==> src/rtl/sdwf_pkg.sv <==
package sdwf_pkg;
  typedef struct packed {
    logic push;
    logic pop;
  } fifo_strobe_t;

  localparam logic [7:0] ADDR_STATUS = 8'h20;
  localparam logic [7:0] ADDR_DEBUG  = 8'h34;
  localparam logic [7:0] ADDR_BSIZE  = 8'h3C;
  localparam logic [7:0] ADDR_DATA   = 8'h40;
  localparam logic [7:0] ADDR_BCOUNT = 8'h50;

  localparam int ST_HAVE = 0;
  localparam int ST_ERR  = 3;
  localparam int ST_BLK  = 9;
  localparam int ST_XFER = 10;
endpackage

==> src/rtl/sdwf_datapath.sv <==
module sdwf_datapath
  import sdwf_pkg::*;
#(
  parameter int DEPTH = 16,
  parameter int WIDTH = 32,
  localparam int PTR_W = $clog2(DEPTH),
  localparam int LVL_W = $clog2(DEPTH + 1)
) (
  input  logic             clk,
  input  logic             rstN,
  input  fifo_strobe_t     strb,
  input  logic [WIDTH-1:0] pushData,
  output logic [WIDTH-1:0] headData,
  output logic [LVL_W-1:0] fill
);
  logic [WIDTH-1:0] slot [DEPTH];
  logic [PTR_W-1:0] wrPtr, rdPtr;

  always_ff @(posedge clk) begin
    if (strb.push) slot[wrPtr] <= pushData;
  end

  always_ff @(posedge clk) begin
    if (!rstN) begin
      wrPtr <= '0;
      rdPtr <= '0;
      fill  <= '0;
    end else begin
      if (strb.push) wrPtr <= wrPtr + PTR_W'(1);
      if (strb.pop)  rdPtr <= rdPtr + PTR_W'(1);
      case ({strb.push, strb.pop})
        2'b10:   fill <= fill + LVL_W'(1);
        2'b01:   fill <= fill - LVL_W'(1);
        default: fill <= fill;
      endcase
    end
  end

  assign headData = slot[rdPtr];

  p_fill_bound_r2: assert property (@(posedge clk) disable iff (!rstN)
    fill <= LVL_W'(DEPTH));
  p_push_grows_r2: assert property (@(posedge clk) disable iff (!rstN)
    strb.push && !strb.pop |=> fill == LVL_W'($past(fill) + 1'b1));
  p_balanced_r13: assert property (@(posedge clk) disable iff (!rstN)
    strb.push && strb.pop |=> $stable(fill));
endmodule

==> src/rtl/sdwf_ctrl.sv <==
module sdwf_ctrl
  import sdwf_pkg::*;
#(
  parameter int DEPTH = 16,
  parameter int WIDTH = 32,
  parameter int MAX_BLOCK_BYTES = 512,
  parameter int BCNT_W = 16,
  parameter int THR_RESET = 4,
  localparam int LVL_W = $clog2(DEPTH + 1),
  localparam int BSZ_W = $clog2(MAX_BLOCK_BYTES + 1),
  localparam int WCNT_W = BSZ_W - 2,
  localparam int FILL_LSB = 4,
  localparam int WTH_LSB = FILL_LSB + LVL_W,
  localparam int RTH_LSB = WTH_LSB + LVL_W
) (
  input  logic              clk,
  input  logic              rstN,
  input  logic              xferWrite,
  input  logic [7:0]        regAddr,
  input  logic              regWr,
  input  logic              regRd,
  input  logic [WIDTH-1:0]  regWdata,
  output logic [WIDTH-1:0]  regRdata,
  input  logic              engPush,
  input  logic [WIDTH-1:0]  engPushData,
  output logic              engPushReady,
  input  logic              engPop,
  output logic [WIDTH-1:0]  engPopData,
  output logic              paceReq,
  output logic              haveData,
  input  logic [LVL_W-1:0]  fill,
  input  logic [WIDTH-1:0]  headData,
  output fifo_strobe_t      strb,
  output logic [WIDTH-1:0]  pushData
);
  logic isData, isStatus, isDebug, isBsize, isBcount;
  logic pushTry, popTry, full, empty, faultNow;
  logic errBit, blkDone, xferDone;
  logic [LVL_W-1:0] wThr, rThr;
  logic [BSZ_W-1:0] bSize;
  logic [BCNT_W-1:0] bCount, blkLeft;
  logic [WCNT_W-1:0] wordCnt, blockWords, wordsLeft;
  logic [WIDTH-1:0] popData;
  logic finalIn, levelHit;

  assign isData   = regAddr == ADDR_DATA;
  assign isStatus = regAddr == ADDR_STATUS;
  assign isDebug  = regAddr == ADDR_DEBUG;
  assign isBsize  = regAddr == ADDR_BSIZE;
  assign isBcount = regAddr == ADDR_BCOUNT;

  assign full  = fill == LVL_W'(DEPTH);
  assign empty = fill == '0;

  assign pushTry = xferWrite ? (regWr && isData) : engPush;
  assign popTry  = xferWrite ? engPop : (regRd && isData);

  assign strb.push = pushTry && !full;
  assign strb.pop  = popTry && !empty;
  assign pushData  = xferWrite ? regWdata : engPushData;
  assign faultNow  = (pushTry && full) || (popTry && empty);

  assign popData    = empty ? '0 : headData;
  assign engPopData = xferWrite ? popData : '0;

  assign engPushReady = !xferWrite && !full;
  assign haveData     = !xferWrite && !empty;

  assign blockWords = (bSize[BSZ_W-1:2] == '0) ? WCNT_W'(1) : bSize[BSZ_W-1:2];
  assign wordsLeft  = blockWords - wordCnt;
  assign finalIn    = 32'(fill) >= 32'(wordsLeft);
  assign levelHit   = xferWrite ? (fill > wThr) : (fill >= rThr);
  assign paceReq    = !empty && (finalIn || levelHit);

  always_comb begin
    regRdata = '0;
    case (regAddr)
      ADDR_DATA:   regRdata = xferWrite ? '0 : popData;
      ADDR_STATUS: begin
        regRdata[ST_HAVE] = haveData;
        regRdata[ST_ERR]  = errBit;
        regRdata[ST_BLK]  = blkDone;
        regRdata[ST_XFER] = xferDone;
      end
      ADDR_DEBUG: begin
        regRdata[FILL_LSB +: LVL_W] = fill;
        regRdata[WTH_LSB +: LVL_W]  = wThr;
        regRdata[RTH_LSB +: LVL_W]  = rThr;
      end
      ADDR_BSIZE:  regRdata = WIDTH'(bSize);
      ADDR_BCOUNT: regRdata = WIDTH'(bCount);
      default:     regRdata = '0;
    endcase
  end

  always_ff @(posedge clk) begin
    if (!rstN) begin
      errBit   <= 1'b0;
      blkDone  <= 1'b0;
      xferDone <= 1'b0;
      wThr     <= LVL_W'(THR_RESET);
      rThr     <= LVL_W'(THR_RESET);
      bSize    <= BSZ_W'(MAX_BLOCK_BYTES);
      bCount   <= '0;
      blkLeft  <= '0;
      wordCnt  <= '0;
    end else begin
      if (regWr && isStatus) begin
        if (regWdata[ST_ERR])  errBit   <= 1'b0;
        if (regWdata[ST_BLK])  blkDone  <= 1'b0;
        if (regWdata[ST_XFER]) xferDone <= 1'b0;
      end
      if (regWr && isDebug) begin
        wThr <= regWdata[WTH_LSB +: LVL_W];
        rThr <= regWdata[RTH_LSB +: LVL_W];
      end
      if (faultNow) errBit <= 1'b1;

      if (regWr && isBsize) begin
        if (regWdata > WIDTH'(MAX_BLOCK_BYTES)) bSize <= BSZ_W'(MAX_BLOCK_BYTES);
        else bSize <= regWdata[BSZ_W-1:0];
        wordCnt <= '0;
      end else if (regWr && isBcount) begin
        bCount  <= regWdata[BCNT_W-1:0];
        blkLeft <= regWdata[BCNT_W-1:0];
        wordCnt <= '0;
      end else if (strb.pop) begin
        if (wordCnt + WCNT_W'(1) == blockWords) begin
          wordCnt <= '0;
          blkDone <= 1'b1;
          if (blkLeft != '0) begin
            blkLeft <= blkLeft - BCNT_W'(1);
            if (blkLeft == BCNT_W'(1)) xferDone <= 1'b1;
          end
        end else begin
          wordCnt <= wordCnt + WCNT_W'(1);
        end
      end
    end
  end

  p_pop_empty_err_r5: assert property (@(posedge clk) disable iff (!rstN)
    popTry && (fill == '0) |=> errBit);
  p_full_drop_r5: assert property (@(posedge clk) disable iff (!rstN)
    pushTry && (fill == LVL_W'(DEPTH)) && !popTry |=> fill == LVL_W'(DEPTH) && errBit);
  p_err_w1c_r6: assert property (@(posedge clk) disable iff (!rstN)
    regWr && isStatus && regWdata[ST_ERR] && !faultNow |=> !errBit);
  p_engine_push_r7: assert property (@(posedge clk) disable iff (!rstN)
    engPush && engPushReady && !(regRd && isData) |=> fill == LVL_W'($past(fill) + 1'b1));
  p_blk_done_r10: assert property (@(posedge clk) disable iff (!rstN)
    $rose(blkDone) |-> $past(strb.pop));
  p_wrong_side_r12: assert property (@(posedge clk) disable iff (!rstN)
    xferWrite && regRd && isData && !regWr && !engPop |=> $stable(fill) && $stable(errBit));
endmodule

==> src/rtl/sd_word_fifo.sv <==
module sd_word_fifo
  import sdwf_pkg::*;
#(
  parameter int DEPTH = 16,
  parameter int WIDTH = 32,
  parameter int MAX_BLOCK_BYTES = 512,
  parameter int BCNT_W = 16,
  localparam int LVL_W = $clog2(DEPTH + 1)
) (
  input  logic             clk,
  input  logic             rstN,
  input  logic             xferWrite,
  input  logic [7:0]       regAddr,
  input  logic             regWr,
  input  logic             regRd,
  input  logic [WIDTH-1:0] regWdata,
  output logic [WIDTH-1:0] regRdata,
  input  logic             engPush,
  input  logic [WIDTH-1:0] engPushData,
  output logic             engPushReady,
  input  logic             engPop,
  output logic [WIDTH-1:0] engPopData,
  output logic             paceReq,
  output logic             haveData,
  output logic [LVL_W-1:0] fillLevel
);
  fifo_strobe_t     strb;
  logic [WIDTH-1:0] pushData, headData;

  sdwf_ctrl #(
    .DEPTH(DEPTH), .WIDTH(WIDTH),
    .MAX_BLOCK_BYTES(MAX_BLOCK_BYTES), .BCNT_W(BCNT_W)
  ) u_ctrl (
    .clk(clk), .rstN(rstN), .xferWrite(xferWrite),
    .regAddr(regAddr), .regWr(regWr), .regRd(regRd),
    .regWdata(regWdata), .regRdata(regRdata),
    .engPush(engPush), .engPushData(engPushData), .engPushReady(engPushReady),
    .engPop(engPop), .engPopData(engPopData),
    .paceReq(paceReq), .haveData(haveData),
    .fill(fillLevel), .headData(headData),
    .strb(strb), .pushData(pushData)
  );

  sdwf_datapath #(.DEPTH(DEPTH), .WIDTH(WIDTH)) u_dp (
    .clk(clk), .rstN(rstN), .strb(strb),
    .pushData(pushData), .headData(headData), .fill(fillLevel)
  );
endmodule

==> config.mk <==
export PLATFORM = sky130hd
export DESIGN_NAME = sd_word_fifo
export DESIGN_NICKNAME = d
export VERILOG_FILES = /design/src/rtl/sdwf_pkg.sv /design/src/rtl/sdwf_datapath.sv /design/src/rtl/sdwf_ctrl.sv /design/src/rtl/sd_word_fifo.sv
export SDC_FILE = /design/constraint.sdc
export NUM_CORES = 1
export LEC_CHECK = 0
export ABC_CLOCK_PERIOD_IN_PS = 7700
export BUFFER_PORTS_ARGS = -buffer_cell sky130_fd_sc_hd__buf_2
export CAP_MARGIN = 15
export CORE_MARGIN = 8
export CORE_UTILIZATION = 60
export CTS_BUF_LIST = sky130_fd_sc_hd__clkbuf_2 sky130_fd_sc_hd__clkbuf_4 sky130_fd_sc_hd__clkbuf_8
export CTS_CLUSTER_DIAMETER = 30
export CTS_CLUSTER_SIZE = 8
export DETAILED_ROUTE_END_ITERATION = 8
export PLACE_DENSITY = 0.79
export SETUP_SLACK_MARGIN = 0.2
export SLEW_MARGIN = 20
export SYNTH_ARGS = -nofsm -noshare
export SYNTH_HDL_FRONTEND = slang
export SYNTH_SLANG_ARGS = --single-unit
==> constraint.sdc <==
create_clock -name clk -period 7.7 [get_ports clk]
set_input_delay 2.31 -clock clk [delete_from_list [all_inputs] [get_ports clk]]
set_output_delay 2.31 -clock clk [all_outputs]
set_load 0.05 [all_outputs]
# Yosys cells after proc, flatten, opt, wreduce, memory -nomap -nowiden
# Memories as Yosys holds them, arrays and structs flattened. A register that Yosys moved wholly into a read port is not among the register bits.
# Cells that the tools add are included.
[op_classes] add_sub_neg=7 n_lt_le_gt_ge=4 eq_ne=10 muxes=43 bitwise=2 reduce_logical=31
[op_table] cell="2-to-1 mux 32 bit" n=4
[op_table] cell="2-to-1 mux 16 bit" n=4
[op_table] cell="> comparator 32 x 10 -> 1 bit, second input constant" n=1
[op_table] cell="== test 8 x 6 -> 1 bit, second input constant" n=3
[op_table] cell="one-hot mux 8 bit (3 select lines)" n=1
[op_table] cell="2-to-1 mux 1 bit" n=22
[op_table] cell="one-hot mux 5 bit (4 select lines)" n=1
[op_table] cell="== test 16 x 1 -> 1 bit, second input constant" n=1
[op_table] cell="== test 8 x 7 -> 1 bit, second input constant" n=2
[op_table] cell="2-to-1 mux 8 bit" n=2
[op_table] cell="nonzero test 16 bit" n=1
[op_table] cell="subtractor 16 x 1 -> 16 bit, second input constant" n=1
[op_table] cell="logical AND 1 bit" n=13
[op_table] cell="2-to-1 mux 13 bit" n=1
[op_table] cell="nonzero test 2 bit" n=6
[op_table] cell="2-to-1 mux 10 bit" n=1
[op_table] cell="one-hot mux 2 bit (5 select lines)" n=1
[op_table] cell="one-hot mux 5 bit (2 select lines)" n=1
[op_table] cell="adder 4 x 1 -> 4 bit, second input constant" n=2
[op_table] cell="adder 8 x 1 -> 8 bit, second input constant" n=1
[op_table] cell="== test 8 bit" n=1
[op_table] cell="greater-or-equal comparator 5 x 8 -> 1 bit" n=1
[op_table] cell="zero test 8 bit" n=1
[op_table] cell="2-to-1 mux 4 bit" n=2
[op_table] cell="17 further kinds" n=23
[totals] register_bits=76 ramBits=512 inputBits=79 word_cells=110 mem_count=1
[memory_table] memory="u_dp.slot" words=16 width=32 read_ports=1 rd_ports_with_merged_regs=1 write_ports=1 line_no="sdwf_datapath.sv:16" source="logic [WIDTH-1:0] slot [DEPTH];"

# Logic depth before layout (Yosys ltp)
[logic_depth] word_depth=9 mapped_depth=16

# Cells and area by module
# From an unflattened synthesis, not the netlist that was laid out.
[hier_totals] cells_unflattened=1499 area_unflattened_um2=24863.8
[modules_own_cells] mod="sdwf_datapath" instances=1 cells_per_inst=887 area_each_um2=20040.5
[modules_own_cells] mod="sdwf_ctrl" instances=1 cells_per_inst=612 area_each_um2=4823.4

# Worst setup path before layout
# OpenSTA, ideal clock, no wires.
[synth_path] path_kind="in2out" startpoint="input regAddr[3]" endpoint="output regRdata[12]" arrival_time_ns=4.941 required_ns=5.390 slack_ns=0.449 path_stages=7 n_path_buf=4 cell_sequence="buf_6 -> or4_1 -> buf_2 -> or4_1 -> clkbuf_1 -> clkbuf_1 -> o21ai_0"
[synth_between] elab_chain_cells=2 elab_cells_between_ends=4 classes_between="eq/ne: 3; mux: 1"
[synth_lines] element="start, declared" line_no="sd_word_fifo.sv:13" source="input logic [7:0] regAddr,"
[synth_lines] element="== test 8 x 7 -> 1 bit / == test 8 x 6 -> 1 bit (equally long branches)" line_no="sdwf_ctrl.sv:77" source="case (regAddr)"
[synth_lines] element="one-hot mux 8 bit (3 select lines) *" line_no="sdwf_ctrl.sv:77"
[synth_lines] element="end, declared" line_no="sd_word_fifo.sv:17" source="output logic [WIDTH-1:0] regRdata,"
# Every way passes the cells marked *; elsewhere a longest branch is shown, timed or not.

# Worst setup path in the final report
[layout_path] startpoint="input regAddr[3]" endpoint="output regRdata[6]"
[layout_between] elab_chain_cells=2 elab_cells_between_ends=5 classes_between="eq/ne: 4; mux: 1"
[layout_lines] element="== test 8 x 7 -> 1 bit / == test 8 x 6 -> 1 bit (equally long branches)" line_no="sdwf_ctrl.sv:77"
[layout_lines] element="one-hot mux 5 bit (4 select lines) *" line_no="sdwf_ctrl.sv:77"
# Marks and branches as above.

==> flow_summary_export.csv <==
group,metric,value,unit
cts,clk_pin_slew,0.06,ns
yosys,synth_xor_area_share,1.205,%
cts,ctsHoldBuffers,0,
yosys,syn_area,24710,um2
final_layout,layout-drive-gt1-share,33.68,%
floorplanning,die_width,218.9,um
cts,clk_latency,0.67,ns
critical_path,worstReg2RegStart,"u_dp.fill[1]",
global_route,grt_max_degree,54,
sta,skew,0.03235,ns
placed_design,port_buffers,150,
critical_path,startpoint_type,"input pin",
sta,tightest_slew,1.100,ns
yosys,synthFlopType,"edfxtp_1",
critical_path,endpoint_kind,"output port",
power,powerDensity,252.0,nW/um2
sta,tns,0,ns
sta,fin_crit_sh,91.00,%
yosys,async_flop_share,0,%
placed_design,place_hpwl,37250,um
drt,drt-vias-per-instance,6.419,
cts,root_buffer,"clkbuf_8",
final_layout,final_cell_count_no_fill,2273,
cts,cts.sinks,592,
critical_path,rrSetupSlack,3.49,ns
critical_path,cp.depth,7,
drt,drc,0,
power,fin_total_pwr,7177,uW
yosys,synth_top_family_by_area,"multiplexers",
yosys,synth_nets,1564,
power,irDropWorstVdd,0.1847,mV
sta,slew_headroom,26.65,%
global_route,grt_first_pass_wirelength,92400,um
drt,drtAntennaViolNets,0,
yosys,yosys_register_bits,592,
power,p_leak,0.009498,uW
floorplanning,dieHeight,218.9,um
sta,final-max-slew-violation-count,0,
yosys,yosysSeqAreaShare,68.71,%
yosys,synth_fa_ha_area_share,1.884,%
critical_path,cp.required,5.39,ns
drt,routedWlPerCell,27.55,um
floorplanning,core.rowCount,74,
sta,hold_ws,0.4530,ns
cts,cts_resized,0,
cts,cts_tree,"done",
critical_path,rr_worst_depth,13,
critical_path,critPathSlowestCell,"or4_1",
floorplanning,initial_core_util,60.65,%
placed_design,post-place-cells,2084,
cts,postCtsSetupBuffers,0,
critical_path,cp_num_buf_inv,3,
floorplanning,io_pins,151,
hold_path,hold_class,"reg2reg",
yosys,synth-simple-area-share,6.011,%
yosys,synth.area.mux_share,16.33,%
global_route,antenna_found_initial,1,
yosys,ys_warn_count,0,
yosys,syn_area_per_cell,17.05,um2
floorplanning,core_area,40740,um2
drt,drt_iter0_drc,1407,
yosys,synth_compound_area_share,3.970,%
global_route,grt_usage,26.19,%
final_layout,area_growth,15.28,%
sta,setup_viol,0,
sta,min_period,7.007,ns
critical_path,rr_endpoint,"u_dp.fill[4]",
global_route,grt_pass1_vias,14860,
critical_path,criticalPathCategory,"in2out",
floorplanning,dieArea,47930,um2
cts,clockBufferDepth,3,
global_route,grt.overflow.total,0,
drt,num_vias,14590,
critical_path,cp_top_family,"simple AND/OR/NAND/NOR gates",
cts,cts_buffers,107,
critical_path,max_stage_delay,0.68,ns
critical_path,arrival,4.70,ns
critical_path,cp-startpoint,"regAddr[3]",
critical_path,worstPathMaxFanout,14,
drt,drt-total-wl,62620,um
yosys,netlist_instances,1449,
sta,clock.fmax,0.1427,GHz
hold_path,min_path_cells,2,
yosys,synth_cell_type_count,57,
run_status,status,"complete, no violations",
final_layout,nets,1776,
drt,firstDrtPassIters,5,
placed_design,gp_congestion,0.8785,
sta,rsz0062_at_grt,"no",
flow_run,maxCapViolations,0,
yosys,synth-edff-count,512,
critical_path,cp_cell_sequence,"buf_2, or4_1, or4_1, buf_4, nor2_1, a221o_1, buf_2",
sta,hold_viol,0,
cts,h-tree-depth,3,
critical_path,endpoint,"regRdata[6]",
==> synth_stat cells, types with 3 or more instances <==
library cell / number / area share (%)
edfxtp_1: 512 / 62
mux4_2: 160 / 15
nand2_1: 99 / 1.5
nor2_1: 93 / 1.4
dfxtp_1: 80 / 6.5
clkbuf_1: 66 / 1.0
a21oi_1: 57 / 1.2
o21ai_0: 43 / 0.87
inv_1: 35 / 0.53
ha_1: 34 / 1.7
mux2_2: 33 / 1.5
nand3_1: 24 / 0.49
xnor2_1: 19 / 0.67
xor2_1: 15 / 0.53
nor3_1: 14 / 0.28
buf_1: 13 / 0.20
or3_1: 12 / 0.30
a22o_1: 9 / 0.32
a22oi_1: 9 / 0.27
nor4_1: 9 / 0.23
a31oi_1: 8 / 0.20
and3_1: 8 / 0.20
nand2b_1: 8 / 0.20
nand4_1: 8 / 0.20
or4_1: 8 / 0.24
a21o_1: 6 / 0.18
mux2i_1: 6 / 0.24
a221o_1: 5 / 0.20
o31ai_1: 5 / 0.15
and2_1: 4 / 0.10
nor2b_1: 4 / 0.10
or2_2: 4 / 0.10
a211oi_1: 3 / 0.091
a222oi_1: 3 / 0.12
o22ai_1: 3 / 0.076
or3b_2: 3 / 0.11
==> sequential cells by signal (all words and copies together) (netlist names), named ones only <==
signal / cells
u_ctrl.bSize: 10
u_ctrl.rThr: 5
u_ctrl.bCount: 16
u_dp.wrPtr: 4
u_ctrl.blkDone: 1
u_ctrl.blkLeft: 16
u_ctrl.wThr: 5
u_ctrl.errBit: 1
u_dp.slot: 512
u_dp.rdPtr: 4
u_ctrl.wordCnt: 8
u_dp.fill: 5
u_ctrl.xferDone: 1
==> logic make-up (layout without fill, tap and decap cells) <==
group                    count (synthesis)  count (layout)
flip-flops                             592             592
AND/OR/NAND/NOR                        309             309
multiplexers                           199             199
AO/OA/AOI/OAI                          160             160
buffers and inverters                  119             410
adder cells (fa/ha/maj)                 36              36
XOR/XNOR                                34              34
other                                    0               1
==> metrics by stage <==
| step | cell area [um2] | setup slack, ns | util, % |
|---|---|---|---|
| 6_report | 28480 | 0.6932 | 69.92 |
| 5_1_grt | 28480 | 0.5523 | 69.92 |
| 4_1_cts | 28480 | 0.7079 | 69.91 |
| 3_5_place_dp | 26270 | 0.7209 | 64.47 |
| 3_3_place_gp | 26270 | 0.7508 | 64.47 |
| 2_1_floorplan | 24710 | 0.4493 | - |
==> power by group <==
group          total [uW]  leakage (uW)  switching, uW  internal (uW)
registers            3560       0.00526           34.2           3530
logic                 601       0.00310            386            215
clock network        3010       0.00114           1260           1750
total                7180       0.00950           1680           5500
==> worst min-delay path by stage <==
| stage | startpoint | endpoint | slack, ns |
|---|---|---|---|
| after global placement | u_ctrl.bCount[13] | u_ctrl.bCount[13] | 0.44 |
| after CTS | u_ctrl.bCount[11] | u_ctrl.bCount[11] | 0.45 |
| after floorplan | u_ctrl.bCount[10] | u_ctrl.bCount[10] | 0.43 |
| after global routing | u_ctrl.bCount[10] | u_ctrl.bCount[10] | 0.48 |
| after detailed placement | u_ctrl.bCount[11] | u_ctrl.bCount[11] | 0.44 |
| final | u_ctrl.bCount[11] | u_ctrl.bCount[11] | 0.45 |
==> area by class of cell <==
type / count / area [um2]
fillers: 2525 / 12260
inverters: 36 / 135.1
well taps: 532 / 665.6
repair buffers: 186 / 1096
clock inverters: 57 / 525.5
flip-flops and latches: 592 / 16990
clock buffers: 131 / 1690
multi-input cells: 738 / 7382
diodes: 1 / 2.502
==> cells in the final DEF (no fill, tap or decap), types with 7 or more instances in the layout <==
master and n:
edfxtp_1 512, xnor2_1 19, a31oi_1 8, and3_1 8, bufinv_16 9, clkbuf_8 113, or3_1 12, clkinvlp_4 9
nor4_1 9, nand4_1 8, xor2_1 15, dfxtp_1 76, nand2b_1 7, a21oi_1 57, o21ai_0 43, clkbuf_4 18
buf_2 150, mux2_2 33, nand2_1 99, nand3_1 24, nor3_1 9, mux4_2 160, clkinv_2 19, nor2_4 12
buf_4 30, ha_1 34, clkinv_1 18, a22o_1 9, nor2_1 81, inv_1 35, or4_1 8, a22oi_1 9
==> tightest hold or removal path, cell delays in order, from the launching register on <==
cell     delay (ns)
dfxtp_1        0.31
nand2_1        0.05
a21oi_1        0.05
==> layer usage <==
layer	part of all wire, %	track usage, %
met1	37	33.82
met2	48	41.84
met3	11	7.201
met4	3.4	11.05
met5	0	0
(Power assumes the default switching activity.)
